--- src/rtl/sd_wr_pkg.sv ---
package sd_wr_pkg;

  localparam logic [1:0] BW_1 = 2'd0;
  localparam logic [1:0] BW_4 = 2'd1;
  localparam logic [1:0] BW_8 = 2'd2;

  typedef enum logic [2:0] {
    S_IDLE, S_SBIT, S_DATA, S_EBIT, S_TOKEN, S_BUSY, S_DONE
  } wr_state_e;

  // cycles needed to shift one byte out on the selected lane count
  function automatic logic [3:0] beats(input logic [1:0] w);
    case (w)
      BW_1:    return 4'd8;
      BW_4:    return 4'd2;
      default: return 4'd1;
    endcase
  endfunction

  // blocks shorter than this cannot cover the stop command
  function automatic logic [5:0] small_lim(input logic [1:0] w);
    case (w)
      BW_1:    return 6'd4;
      BW_4:    return 6'd16;
      default: return 6'd32;
    endcase
  endfunction

  function automatic logic [7:0] lane_mask(input logic [1:0] w);
    case (w)
      BW_1:    return 8'h01;
      BW_4:    return 8'h0F;
      default: return 8'hFF;
    endcase
  endfunction

endpackage

--- src/rtl/sd_wr_serial.sv ---
module sd_wr_serial
  import sd_wr_pkg::*;
(
  input  logic       clk,
  input  logic       rst_n,
  input  logic       en,
  input  logic [7:0] byte_in,
  input  logic [1:0] width,
  output logic [7:0] lanes,
  output logic       last_beat
);

  logic [2:0] beat_q, beat_d;

  assign last_beat = ({1'b0, beat_q} == (beats(width) - 4'd1));

  always_comb begin
    beat_d = beat_q;
    if (!en || last_beat) beat_d = 3'd0;
    else                  beat_d = beat_q + 3'd1;
  end

  always_ff @(posedge clk or negedge rst_n) begin
    if (!rst_n)                     beat_q <= 3'd0;
    else if (en || beat_q != 3'd0)  beat_q <= beat_d;
  end

  always_comb begin
    case (width)
      BW_1:    lanes = {7'd0, byte_in[3'd7 - beat_q]};
      BW_4:    lanes = {4'd0, (beat_q[0] ? byte_in[3:0] : byte_in[7:4])};
      default: lanes = byte_in;
    endcase
  end

  AST_BEAT_RANGE: assert property (@(posedge clk) disable iff (!rst_n)
    en |-> ({1'b0, beat_q} < beats(width)));

endmodule

--- src/rtl/sd_wr_token.sv ---
module sd_wr_token (
  input  logic clk,
  input  logic rst_n,
  input  logic arm,
  input  logic dat0,
  output logic tok_done,
  output logic tok_ok,
  output logic tok_err
);

  typedef enum logic [1:0] {TK_IDLE, TK_WIN, TK_BITS} tk_state_e;

  tk_state_e  st_q, st_d;
  logic       win_q, win_d;
  logic [1:0] bit_q, bit_d;
  logic [2:0] sh_q, sh_d;

  assign tok_err  = (st_q == TK_WIN) && dat0 && win_q;
  assign tok_done = (st_q == TK_BITS) && (bit_q == 2'd3);
  assign tok_ok   = (sh_q == 3'b010);

  always_comb begin
    st_d  = st_q;
    win_d = win_q;
    bit_d = bit_q;
    sh_d  = sh_q;
    case (st_q)
      TK_IDLE: if (arm) begin
        st_d  = TK_WIN;
        win_d = 1'b0;
      end
      TK_WIN: begin
        if (!dat0) begin
          st_d  = TK_BITS;
          bit_d = 2'd0;
        end else if (win_q) begin
          st_d = TK_IDLE;
        end else begin
          win_d = 1'b1;
        end
      end
      TK_BITS: begin
        if (bit_q == 2'd3) st_d = TK_IDLE;
        else begin
          sh_d  = {sh_q[1:0], dat0};
          bit_d = bit_q + 2'd1;
        end
      end
      default: st_d = TK_IDLE;
    endcase
  end

  always_ff @(posedge clk or negedge rst_n) begin
    if (!rst_n) begin
      st_q  <= TK_IDLE;
      win_q <= 1'b0;
      bit_q <= 2'd0;
      sh_q  <= 3'd0;
    end else begin
      st_q  <= st_d;
      win_q <= win_d;
      bit_q <= bit_d;
      sh_q  <= sh_d;
    end
  end

  AST_WIN_BOUND: assert property (@(posedge clk) disable iff (!rst_n)
    (st_q == TK_WIN && win_q) |=> (st_q != TK_WIN));

endmodule

--- src/rtl/sd_wr_path.sv ---
module sd_wr_path
  import sd_wr_pkg::*;
#(
  parameter int CNT_W = 16,
  parameter int BLK_W = 12
) (
  input  logic             clk,
  input  logic             rst_n,
  input  logic             start,
  input  logic [CNT_W-1:0] byte_count,
  input  logic [BLK_W-1:0] block_size,
  input  logic [1:0]       bus_width,
  input  logic             send_stop,
  input  logic             abort_req,
  input  logic [1:0]       clr_flags,
  input  logic [7:0]       fifo_data,
  output logic             fifo_rd,
  output logic [7:0]       dat_out,
  output logic             dat_oe,
  input  logic             dat0_in,
  output logic             stop_req,
  output logic             done,
  output logic             err_crc,
  output logic             err_sbit
);

  localparam int PAD_W = CNT_W - BLK_W;
  localparam int LIM_W = BLK_W - 6;

  wr_state_e        st_q, st_d;
  logic [CNT_W-1:0] rem_q, rem_d;
  logic [BLK_W-1:0] blk_q, blk_d, bsize_q, bsize_d;
  logic [1:0]       width_q, width_d;
  logic             open_q, open_d, small_q, small_d, pend_q, pend_d;
  logic             abort_q, abort_d, crc_q, crc_d, sbit_q, sbit_d;

  logic [7:0] ser_lanes;
  logic       last_beat, tok_done, tok_ok, tok_err;
  logic       last_blk, finish, set_crc, set_sbit;

  sd_wr_serial u_serial (
    .clk       (clk),
    .rst_n     (rst_n),
    .en        (st_q == S_DATA),
    .byte_in   (fifo_data),
    .width     (width_q),
    .lanes     (ser_lanes),
    .last_beat (last_beat)
  );

  sd_wr_token u_token (
    .clk      (clk),
    .rst_n    (rst_n),
    .arm      (st_q == S_EBIT),
    .dat0     (dat0_in),
    .tok_done (tok_done),
    .tok_ok   (tok_ok),
    .tok_err  (tok_err)
  );

  assign last_blk = !open_q && (rem_q <= {{PAD_W{1'b0}}, bsize_q});
  assign finish   = (!open_q && rem_q == '0) || abort_q;
  assign set_crc  = (st_q == S_TOKEN) && tok_done && !tok_ok;
  assign set_sbit = (st_q == S_TOKEN) && tok_err;

  assign fifo_rd  = (st_q == S_DATA) && last_beat;
  assign done     = (st_q == S_DONE);
  assign dat_oe   = (st_q == S_SBIT) || (st_q == S_DATA) || (st_q == S_EBIT);
  assign stop_req = pend_q && (((st_q == S_SBIT) && !small_q && last_blk) ||
                               ((st_q == S_DONE) && small_q));
  assign err_crc  = crc_q;
  assign err_sbit = sbit_q;

  always_comb begin
    case (st_q)
      S_SBIT:  dat_out = 8'h00;
      S_DATA:  dat_out = ser_lanes;
      S_EBIT:  dat_out = lane_mask(width_q);
      default: dat_out = 8'h00;
    endcase
  end

  always_comb begin
    st_d    = st_q;
    rem_d   = rem_q;
    blk_d   = blk_q;
    bsize_d = bsize_q;
    width_d = width_q;
    open_d  = open_q;
    small_d = small_q;
    pend_d  = pend_q;
    abort_d = (st_q == S_IDLE) ? 1'b0 : (abort_q || abort_req);
    case (st_q)
      S_IDLE: if (start) begin
        st_d    = S_SBIT;
        rem_d   = byte_count;
        bsize_d = block_size;
        width_d = bus_width;
        open_d  = (byte_count == '0);
        small_d = block_size < {{LIM_W{1'b0}}, small_lim(bus_width)};
        pend_d  = send_stop && (byte_count != '0);
        if (byte_count == '0 || byte_count >= {{PAD_W{1'b0}}, block_size})
          blk_d = block_size;
        else
          blk_d = byte_count[BLK_W-1:0];
      end
      S_SBIT: begin
        st_d = S_DATA;
        if (stop_req) pend_d = 1'b0;
      end
      S_DATA: if (last_beat) begin
        blk_d = blk_q - BLK_W'(1);
        if (!open_q) rem_d = rem_q - CNT_W'(1);
        if (blk_q == BLK_W'(1)) st_d = S_EBIT;
      end
      S_EBIT: st_d = S_TOKEN;
      S_TOKEN: begin
        if (tok_err) begin
          st_d   = S_DONE;
          pend_d = 1'b0;
        end else if (tok_done) begin
          st_d = S_BUSY;
        end
      end
      S_BUSY: if (dat0_in) begin
        if (finish) st_d = S_DONE;
        else begin
          st_d = S_SBIT;
          if (open_q || rem_q >= {{PAD_W{1'b0}}, bsize_q}) blk_d = bsize_q;
          else                                             blk_d = rem_q[BLK_W-1:0];
        end
      end
      S_DONE: begin
        st_d   = S_IDLE;
        pend_d = 1'b0;
      end
      default: st_d = S_IDLE;
    endcase
    crc_d  = set_crc  || (crc_q  && !clr_flags[0]);
    sbit_d = set_sbit || (sbit_q && !clr_flags[1]);
  end

  always_ff @(posedge clk or negedge rst_n) begin
    if (!rst_n) begin
      st_q    <= S_IDLE;
      rem_q   <= '0;
      blk_q   <= '0;
      bsize_q <= '0;
      width_q <= BW_1;
      open_q  <= 1'b0;
      small_q <= 1'b0;
      pend_q  <= 1'b0;
      abort_q <= 1'b0;
      crc_q   <= 1'b0;
      sbit_q  <= 1'b0;
    end else begin
      st_q    <= st_d;
      rem_q   <= rem_d;
      blk_q   <= blk_d;
      bsize_q <= bsize_d;
      width_q <= width_d;
      open_q  <= open_d;
      small_q <= small_d;
      pend_q  <= pend_d;
      abort_q <= abort_d;
      crc_q   <= crc_d;
      sbit_q  <= sbit_d;
    end
  end

  AST_CRC_GOES_ON: assert property (@(posedge clk) disable iff (!rst_n)
    (st_q == S_TOKEN && tok_done && !tok_ok) |=> (st_q == S_BUSY));
  AST_SBIT_ENDS: assert property (@(posedge clk) disable iff (!rst_n)
    (st_q == S_TOKEN && tok_err) |=> done);
  AST_BUSY_HOLD: assert property (@(posedge clk) disable iff (!rst_n)
    (st_q == S_BUSY && !dat0_in) |=> (st_q == S_BUSY && !dat_oe));
  AST_STOP_PULSE: assert property (@(posedge clk) disable iff (!rst_n)
    stop_req |=> !stop_req);
  AST_DONE_PULSE: assert property (@(posedge clk) disable iff (!rst_n)
    done |=> !done);
  AST_FLAG_STICKY: assert property (@(posedge clk) disable iff (!rst_n)
    (err_crc && !clr_flags[0]) |=> err_crc);
  AST_IDLE_QUIET: assert property (@(posedge clk) disable iff (!rst_n)
    (st_q == S_IDLE) |-> (!dat_oe && !fifo_rd && !stop_req));

endmodule

--- config.mk ---
export PLATFORM = sky130hd
export DESIGN_NAME = sd_wr_path
export DESIGN_NICKNAME = d
export VERILOG_FILES = /design/src/rtl/sd_wr_pkg.sv /design/src/rtl/sd_wr_serial.sv /design/src/rtl/sd_wr_token.sv /design/src/rtl/sd_wr_path.sv
export SDC_FILE = /design/constraint.sdc
export NUM_CORES = 1
export LEC_CHECK = 0
export BUFFER_PORTS_ARGS = -buffer_cell sky130_fd_sc_hd__buf_2
export CAP_MARGIN = 20
export CORE_ASPECT_RATIO = 1.4
export CORE_MARGIN = 2
export CORE_UTILIZATION = 45
export CTS_CLUSTER_DIAMETER = 100
export DETAILED_ROUTE_END_ITERATION = 12
export HOLD_SLACK_MARGIN = 0.1
export SLEW_MARGIN = 20
export SYNTH_ARGS = -nofsm -noshare
export SYNTH_HDL_FRONTEND = slang
export SYNTH_SLANG_ARGS = --single-unit
--- constraint.sdc ---
create_clock -name clk -period 3.2 [get_ports clk]
set_input_delay 0.48 -clock clk [delete_from_list [all_inputs] [get_ports clk]]
set_output_delay 0.48 -clock clk [all_outputs]
set_load 0.005 [all_outputs]
==> impl_metrics.yaml, run 1 <==
setup_path:
  start_kind: "flip-flop"
  r2r_end: "blk_q[5]"
  path_class: "reg -> out"
  critPathMaxFanout: 8
  crit_path_start: "rem_q[9]"
  r2r_cells: 8
  cp-end-kind: "output pin"
  worstPathArrival_ps: 2540
  worstSetupEndpoint: "stop_req"
  rrSetupSlack_ps: 540
  worst_ep_required_time_ps: 2720
  r2r_start: "rem_q[9]"
finish:
  seq_area_um2: 1550
  layout-drive-gt1-share_pct: 18.5
  areaGrowthSynthToFinish_pct: 17.1
  nets: 690
  diodes: 0
  final_util_pct: 54.4
  mostFrequentLayoutCells: "68 x nand2_1, 62 x dfrtp_1, 59 x buf_2"
  layout_commonest_cell: "nand2_1"
  fillCellCount: 967
  multiInputGateArea_um2: 2840
synth:
  syn-cell-area_um2: 4650
  synth_top_cell_area_share_pct: 33.4
  synth-edff-count: 0
  syn-instance-count: 550
  synth.area.top_cells: "dfrtp_1 33%, ha_1 8.6%, nand2_1 5.5%"
  synth_xor_area_share_pct: 1.32
  synth-seq-cells: 62
  async_reset_ff_share_pct: 100
  synth_ff_type: "dfrtp_1"
  synth.avg_cell_area_um2: 8.45
  synth_cell_type_count: 73
  synth_top_area_cell: "dfrtp_1"
  synth_seq_area_share_pct: 33.4
  synthAdderAreaFrac_pct: 8.62
  synth_nets: 628
  yosys_warnings: 0
  synth_compound_area_share_pct: 24.8
  muxShareOfSynthArea_pct: 6.25
  synthSimpleGateAreaFrac_pct: 20.1
  synth_top_family_by_area: "compound AO/OA/AOI/OAI gates"
status:
  status: "finished, final reports clean"
floorplanning:
  fp.coreArea_um2: 10000
  die-width_um: 89.9
  die_y_um: 124
  dieArea_um2: 11200
  initial_core_util_pct: 46.4
  rows: 43
  io_pins: 60
min_path:
  hp-class: "in -> async"
detailed_routing:
  vias: 4412
  routed_wl_um: 13700
  drtIter0Drc: 241
  vias_per_cell: 5.87
  drtAntennaViolNets: 0
  first_pass_iters: 5
  drc: 0
  drt-wirelength-per-cell_um: 18.2
clock_network:
  root_buffer: "clkbuf_16"
  cts_num_sinks: 62
  cts_setup_buffers: 0
  cts.path.max_buffers: 2
  insertion_delay_ps: 330
  clkTransAtPathRegs_ps: 60
  cts-buffers-inserted: 9
  cts_resized: 0
  htree_num_levels: 3
  cts_hold_buffers: 0
  cts_tree: "done"
global_routing:
  grtUsageTotal_pct: 24.8
  antenna_found_initial: 0
  grt_max_degree: 39
  grt_overflow: 0
  grt_pass1_vias: 4381
  grt_pass1_wl_um: 22200
power:
  vdd_drop_max_mv: 0.376
  p_per_area_nw_per_um2: 963
  p_total_mw: 5.24
  power_leakage_nw: 2.47
place:
  dp_hpwl_um: 10700
  place.port_buffers: 59
  gp_congestion: 0.880
timing:
  fmax_ghz: 0.331
  fin_tns_setup_ps: 0
  hold_viol: 0
  slew_headroom_pct: 39.3
  setup_viol: 0
  worst_slew_pin_slew_ps: 911
  timing.hold.ws_ps: 267
  period_share_pct: 94.3
  rsz0062_at_grt: "false"
  fin_crit_ps: 3020
  fin_skew_ps: 7.28
  finalMaxSlewViolations: 0
run:
  maxCapViolCount: 0
## Yosys cell counts, types with 11 or more instances
master    number
nand3_1       14
o21ai_0       35
mux2i_1       20
nand2_1       68
a21oi_1       30
nor2_1        51
inv_1         36
o21ai_1       27
nor3_1        13
ha_1          32
nor4_1        11
clkbuf_1      16
dfrtp_1       62
## flip-flops by register name (all words and copies together) (netlist names), 2 cells and up
signal           flops
u_token.st_q         2
blk_q               12
width_q              2
bsize_q             12
rem_q               16
u_token.bit_q        2
u_token.sh_q         3
st_q                 3
u_serial.beat_q      3
## report_power, final
part / total, mW / switching, mW / internal (mW)
clock: 0.976 / 0.372 / 0.605
combinational: 2.66 / 1.53 / 1.12
sequential: 1.61 / 0.461 / 1.15
total: 5.24 / 2.36 / 2.88
## final cells by class
class	count	share of cell area [%]
multi-input combinational	425	52.3
sequential	62	28.5
timing repair buffer	76	8.00
clock buffer	9	4.14
tap	135	3.10
inverter	38	2.62
clock inverter	7	1.36
## logic make-up (layout without fill, tap and decap cells)
kind of cell               Yosys count  in the layout
muxes                               26             26
DFF                                 62             62
buffers and inverters               63            130
xor gates and xnor gates             7              7
adders and majority gates           32             32
AOI/OAI and AO/OA                  166            166
and+or+nand+nor                    194            194
## per-layer routing
metal	share of wire, %	vias up	track usage (%)
met2	52	125	44.8
met3	4.3	22	3.69
met1	41	2130	30.2
li1	-	2135	-
met5	0	-	0
met4	2.3	0	7.87
## critical path: stages, from the launching register on
cell and delay, ps:
dfrtp_1 460, ha_1 340, a211oi_1 200, nor2_1 100
a2111oi_4 320, a21oi_1 150, o41ai_2 340, and2_1 180
buf_2 110
## per-stage QoR
stage | area, um2 | std cells | worst slack [ps]
final | 5440 | 752 | 182
after global placement | 5130 | 736 | 493
after global routing | 5440 | 752 | 31.4
after detailed placement | 5130 | 736 | 504
after floorplan | 4650 | 550 | 772
after CTS | 5430 | 752 | 117
## worst min path at each step
stage	slack, ps	endpoint
2_1_floorplan	180	abort_q
3_3_place_gp	490	u_token.sh_q[2]
3_5_place_dp	490	pend_q
4_1_cts	300	u_serial.beat_q[0]
5_1_grt	340	u_serial.beat_q[0]
6_report	270	u_serial.beat_q[0]
Power figures use the tool's default switching activity.
==> run 2, diff against run 1 <==
--- a/config.mk
+++ b/config.mk
@@ -13,6 +13,7 @@
 export CTS_CLUSTER_DIAMETER = 100
 export DETAILED_ROUTE_END_ITERATION = 12
 export HOLD_SLACK_MARGIN = 0.1
+export RECOVER_POWER = 25
 export SLEW_MARGIN = 20
 export SYNTH_ARGS = -nofsm -noshare
 export SYNTH_HDL_FRONTEND = slang
==> run 2 against run 1 <==
Effect of this change: the run now ends with max-capacitance violations, max-slew violations left; total power barely moved; flip-flop and latch count did not move; final cell count did not move; clock power barely moved; setup slack did not move; clock skew did not move; worst hold slack improved by 67 ps; critical path type unchanged; largest power group unchanged.
==> impl_metrics.yaml, run 2 (synthesis gave the netlist of run 1 again) <==
status:
  status: "complete, but fails checks"
  violations: "max-capacitance violations, max-slew violations"
floorplanning:
  io_pins: 60
  dieArea_um2: 11200
  fp.coreArea_um2: 10000
  die_y_um: 124
  initial_core_util_pct: 46.4
  rows: 43
  die-width_um: 89.9
power:
  swShare_pct: 45.1
  p_total_mw: 5.24
  power_leakage_nw: 2.46
  netSwitchingPower_mw: 2.36
  intPower_mw: 2.88
  p_clk_share_pct: 18.6
  p_per_area_nw_per_um2: 963
  seq_power_share_pct: 30.7
  vdd_drop_max_mv: 0.376
  power_frac_comb_pct: 50.7
place:
  place_inst: 736
  preCtsSetupSlack_ps: 504
  place_area_um2: 5130
  place.port_buffers: 59
  gp_congestion: 0.880
  dp_hpwl_um: 10700
detailed_routing:
  wl_met1_um: 5680
  drc: 0
  first_pass_iters: 5
  met2WireLength_um: 7100
  routed_wl_um: 13700
  wl_met3_um: 593
  drt-wirelength-per-cell_um: 18.2
  vias_per_cell: 5.87
  topRoutingLayerUsed: "met4"
  drtAntennaViolNets: 0
  vias: 4414
  drtIter0Drc: 241
global_routing:
  grt_max_degree: 39
  antenna_found_initial: 0
  grtUsageTotal_pct: 24.8
  grt_overflow: 0
  grt_pass1_vias: 4381
  grt_pass1_wl_um: 22200
timing:
  fin_skew_ps: 7.28
  fin_crit_ps: 3020
  fmax_ghz: 0.331
  fin_tns_setup_ps: 0
  worst_slew_pin_slew_ps: 2170
  finalMaxSlewViolations: 38
  setup_viol: 0
  slew_headroom_pct: -44.7
  period_share_pct: 94.3
  hold_viol: 0
  setup_slack_ps: 182
  rsz0062_at_grt: "false"
  timing.hold.ws_ps: 334
clock_network:
  cts_hold_buffers: 0
  cts-buffers-inserted: 9
  cts_num_sinks: 62
  clkTransAtPathRegs_ps: 60
  cts_setup_buffers: 0
  cts_tree: "done"
  htree_num_levels: 3
  cts.path.max_buffers: 2
  insertion_delay_ps: 330
  root_buffer: "clkbuf_16"
min_path:
  worstHoldStart: "clr_flags[1]"
  hp-class: "in -> reg"
  hold-path-endpoint: "err_sbit"
  hold-path-cell-count: 2
setup_path:
  worstPathArrival_ps: 2540
  cp_slowest_cell: "dfrtp_1"
  rrSetupSlack_ps: 540
  crit_path_cell_trace: "ha_1 -> a211oi_1 -> nor2_1 -> a2111oi_4 -> a21oi_1 -> o41ai_2 -> and2_1 -> buf_2"
  start_kind: "flip-flop"
  slowest_delay_ps: 460
  r2r_start: "rem_q[9]"
  cp-end-kind: "output pin"
  critPathMaxFanout: 8
  r2r_cells: 8
  r2r_end: "blk_q[5]"
  worst_ep_required_time_ps: 2720
  path_class: "reg -> out"
finish:
  final_util_pct: 54.4
  nets: 690
  mostFrequentLayoutCells: "68 x nand2_1, 62 x dfrtp_1, 58 x buf_2"
  seq_area_um2: 1550
  largest_register_ffs: 16
  diodes: 0
  layout_commonest_cell: "nand2_1"
  regMostFlops: "rem_q"
  instances_no_fill: 752
  design_area_um2: 5440
  fillCellCount: 965
  multiInputGateArea_um2: 2840
  areaGrowthSynthToFinish_pct: 17.1
  reg_top3: "rem_q (16), blk_q (12), bsize_q (12)"
  layout-drive-gt1-share_pct: 18.3
run:
  maxCapViolCount: 1
-- run 2: power by group through the flow --
stage | combinational [mW] | sequential, mW | clock, mW
CTS | 2.66 | 1.60 | 0.992
detailed placement | 2.65 | 1.60 | 0
finish | 2.66 | 1.61 | 0.976
global route | 2.98 | 1.65 | 1.02
global placement | 2.61 | 1.58 | 0
floorplan | 2.01 | 1.41 | 0
-- run 2: worst max-delay path: cells and delay by family (launching register included) --
| family | cells | cell delay, ps |
|---|---|---|
| buffers and inverters | 1 | 110 |
| adders and majority gates | 1 | 340 |
| and+or+nand+nor | 2 | 280 |
| AOI/OAI and AO/OA | 4 | 1010 |
| DFF | 1 | 460 |
-- run 2: how the worst max path moves through the flow --
stage                       start        to  slack (ps)  cells past startpoint
floorplan                rem_q[9]  stop_req         770                      7
global placement         rem_q[9]  stop_req         490                      8
detailed placement  byte_count[0]  blk_q[2]         500                     11
CTS                      rem_q[9]  stop_req         120                      8
global route             rem_q[9]  stop_req          30                      8
finish                   rem_q[9]  stop_req         180                      8
-- run 2: timing repair --
action | 4_1_cts | 5_1_grt
resized for setup | 0 | 1
endpoints found under the setup margin | 0 | 1
endpoints found under the hold margin | 0 | 0
-- run 2: per-layer routing --
layer / up-vias / track usage, %
met1: 2133 / 30.2
met5: - / 0
met3: 22 / 3.69
li1: 2134 / -
met4: 0 / 7.87
met2: 125 / 44.8
-- run 2: cell type report --
class | count | area share (%)
Sequential cell | 62 | 28.5
Multi-Input combinational cell | 425 | 52.3
Timing Repair Buffer | 76 | 7.98
Clock buffer | 9 | 4.14
Tap cell | 135 | 3.10
Inverter | 38 | 2.62
Clock inverter | 7 | 1.36
==> run 3, diff against run 2 <==
--- a/config.mk
+++ b/config.mk
@@ -5,6 +5,7 @@
 export SDC_FILE = /design/constraint.sdc
 export NUM_CORES = 1
 export LEC_CHECK = 0
+export ABC_AREA = 1
 export BUFFER_PORTS_ARGS = -buffer_cell sky130_fd_sc_hd__buf_2
 export CAP_MARGIN = 20
 export CORE_ASPECT_RATIO = 1.4
==> run 3 against run 2 <==
Effect of this change: design area increased by 3.8%; area after synthesis up 6.6%; critical path depth is 5 higher; flip-flop and latch count unchanged; the run now ends clean; count of clock-buffer cells in the layout up 1; fmax grew 8.0%; routed wire length is 3.9% higher; synthesized cell count increased by 32%; clock skew fell by 1.3 ps; register-to-register slack better by 250 ps; final cell count grew 23%; largest cell class unchanged; largest power group unchanged; worst hold slack worse by 15 ps.
==> impl_metrics.yaml, run 3 <==
status:
  status: "finished, final reports clean"
detailed_routing:
  first_pass_iters: 5
  vias: 4928
  drt-wirelength-per-cell_um: 15.4
  routed_wl_um: 14200
  drc: 0
  vias_per_cell: 5.32
  drtAntennaViolNets: 0
  drtIter0Drc: 261
clock_network:
  clkTransAtPathRegs_ps: 60
  cts_resized: 0
  cts_tree: "done"
  cts.path.max_buffers: 2
  insertion_delay_ps: 340
  cts_hold_buffers: 0
  cts_setup_buffers: 0
  cts-buffers-inserted: 9
  htree_num_levels: 3
  cts_num_sinks: 62
  root_buffer: "clkbuf_16"
global_routing:
  grt_pass1_wl_um: 23200
  grt_pass1_vias: 4722
  grtUsageTotal_pct: 25.0
  grt_max_degree: 36
  antenna_found_initial: 0
  grt_overflow: 0
timing:
  fmax_ghz: 0.358
  slew_headroom_pct: 23.2
  timing.hold.ws_ps: 319
  hold_viol: 0
  rsz0062_at_grt: "false"
  fin_crit_ps: 2790
  fin_skew_ps: 5.96
  fin_tns_setup_ps: 0
  setup_viol: 0
  worst_slew_pin_slew_ps: 1150
  finalMaxSlewViolations: 0
  period_share_pct: 87.3
synth:
  synth_ff_type: "dfrtp_1"
  async_reset_ff_share_pct: 100
  syn-cell-area_um2: 4950
  synth.area.top_cells: "dfrtp_1 31%, nand2_1 13%, ha_1 8.1%"
  yosys_warnings: 0
  synth-edff-count: 0
  synth_top_cell_area_share_pct: 31.3
  synth_cell_type_count: 43
  synth_commonest_cells: "169 x nand2_1, 106 x inv_1, 71 x nand3_1, 62 x dfrtp_1, 57 x o21ai_0"
  synth_top_area_cell: "dfrtp_1"
  syn-instance-count: 726
  synth_seq_area_share_pct: 31.3
  synth.avg_cell_area_um2: 6.82
  synth_nets: 804
  synth.most_common_cell: "nand2_1"
  synth-seq-cells: 62
setup_path:
  cp_slowest_cell: "dfrtp_1"
  worstPathArrival_ps: 2310
  path_class: "reg -> out"
  crit_path_cell_trace: "ha_1 -> nand2_1 -> nor2_1 -> o21ai_0 -> nand3_1 -> nand2_1 -> nand2_1 -> nand2_1 -> nand2_1 -> nand2_1 -> nand2_1 -> inv_1 -> buf_2"
  path_buf_inv: 2
  critPathMaxFanout: 9
  slowest_delay_ps: 440
  critPathMostFrequentCell: "nand2_1"
  r2r_start: "rem_q[7]"
  cp-end-kind: "output pin"
  start_kind: "flip-flop"
  rrSetupSlack_ps: 790
  path_delay_family: "simple AND/OR/NAND/NOR gates"
  r2r_end: "blk_q[0]"
  r2r_cells: 13
  worst_ep_required_time_ps: 2720
  cp.depth: 13
floorplanning:
  dieArea_um2: 11900
  rows: 45
  die_y_um: 128
  initial_core_util_pct: 45.8
  fp.coreArea_um2: 10800
  io_pins: 60
  die-width_um: 92.7
finish:
  layout_commonest_cell: "nand2_1"
  regMostFlops: "rem_q"
  diodes: 0
  seq_area_um2: 1550
  areaGrowthSynthToFinish_pct: 14.1
  multiInputGateArea_um2: 2820
  fillCellCount: 1119
  design_area_um2: 5650
  mostFrequentLayoutCells: "169 x nand2_1, 106 x inv_1, 71 x nand3_1"
  largest_register_ffs: 16
  layout-drive-gt1-share_pct: 14.3
  nets: 858
  reg_top3: "rem_q (16), blk_q (12), bsize_q (12)"
place:
  gp_congestion: 0.905
  place.port_buffers: 59
  dp_hpwl_um: 11100
  place_area_um2: 5350
power:
  vdd_drop_max_mv: 0.439
  power_leakage_nw: 2.93
  p_total_mw: 5.15
  p_per_area_nw_per_um2: 912
run:
  maxCapViolCount: 0
min_path:
  hp-class: "in -> async"
## run 3: cell types whose count changed in the layout (fill, tap and decap cells not counted), sizes merged, moves of 9 or more
cell	change
mux2i	-20
buf	-9
nand4	+15
nand2	+105
inv	+76
nand3	+60
## run 3: metrics by stage
step / util [%] / std cells / worst slack [ps]
final: 52.2 / 926 / 405
after global placement: 49.5 / 910 / 801
after global routing: 52.2 / 926 / 181
after detailed placement: 49.5 / 910 / 772
after floorplan: - / 726 / 1240
after CTS: 52.3 / 926 / 403
## run 3: cell type report
cell class              instances  area share [%]
repair buffers                 68            6.34
inverters                     115            7.73
clock buffers                  10            4.23
clock inverters                 6            1.09
multi-input cells             524            50.0
flip-flops and latches         62            27.5
well taps                     141            3.12
## run 3: worst max-delay path by stage
stage	start	slack, ps	endpoint
after floorplan	rem_q[7]	1240	stop_req
after global placement	rem_q[7]	800	stop_req
after detailed placement	rem_q[6]	770	stop_req
after CTS	rem_q[6]	400	stop_req
after global routing	rem_q[6]	180	stop_req
final	rem_q[7]	410	stop_req
## run 3: report_power, final
group          internal (mW)  leakage, nW  switching (mW)
Combinational          0.919         2.01            1.76
Clock                  0.621        0.148           0.377
Sequential              1.14        0.776           0.333
## run 3: logic make-up (layout without fill, tap and decap cells)
| family | Yosys count | after routing | synth area share (%) |
|---|---|---|---|
| compound gates | 123 | 123 | 13.8 |
| xor+xnor | 10 | 10 | 1.77 |
| fa+ha+maj | 32 | 32 | 8.09 |
| buf+inv | 140 | 199 | 11.6 |
| flops | 62 | 62 | 31.3 |
| simple gates | 359 | 359 | 33.4 |
## run 3: per-layer routing
layer | track usage [%] | part of all wire, % | up-vias
met4 | 7.96 | 1.9 | 0
met1 | 32.8 | 45 | 2285
li1 | - | - | 2510
met2 | 41.9 | 49 | 113
met5 | 0 | 0 | -
met3 | 4.47 | 4.6 | 20
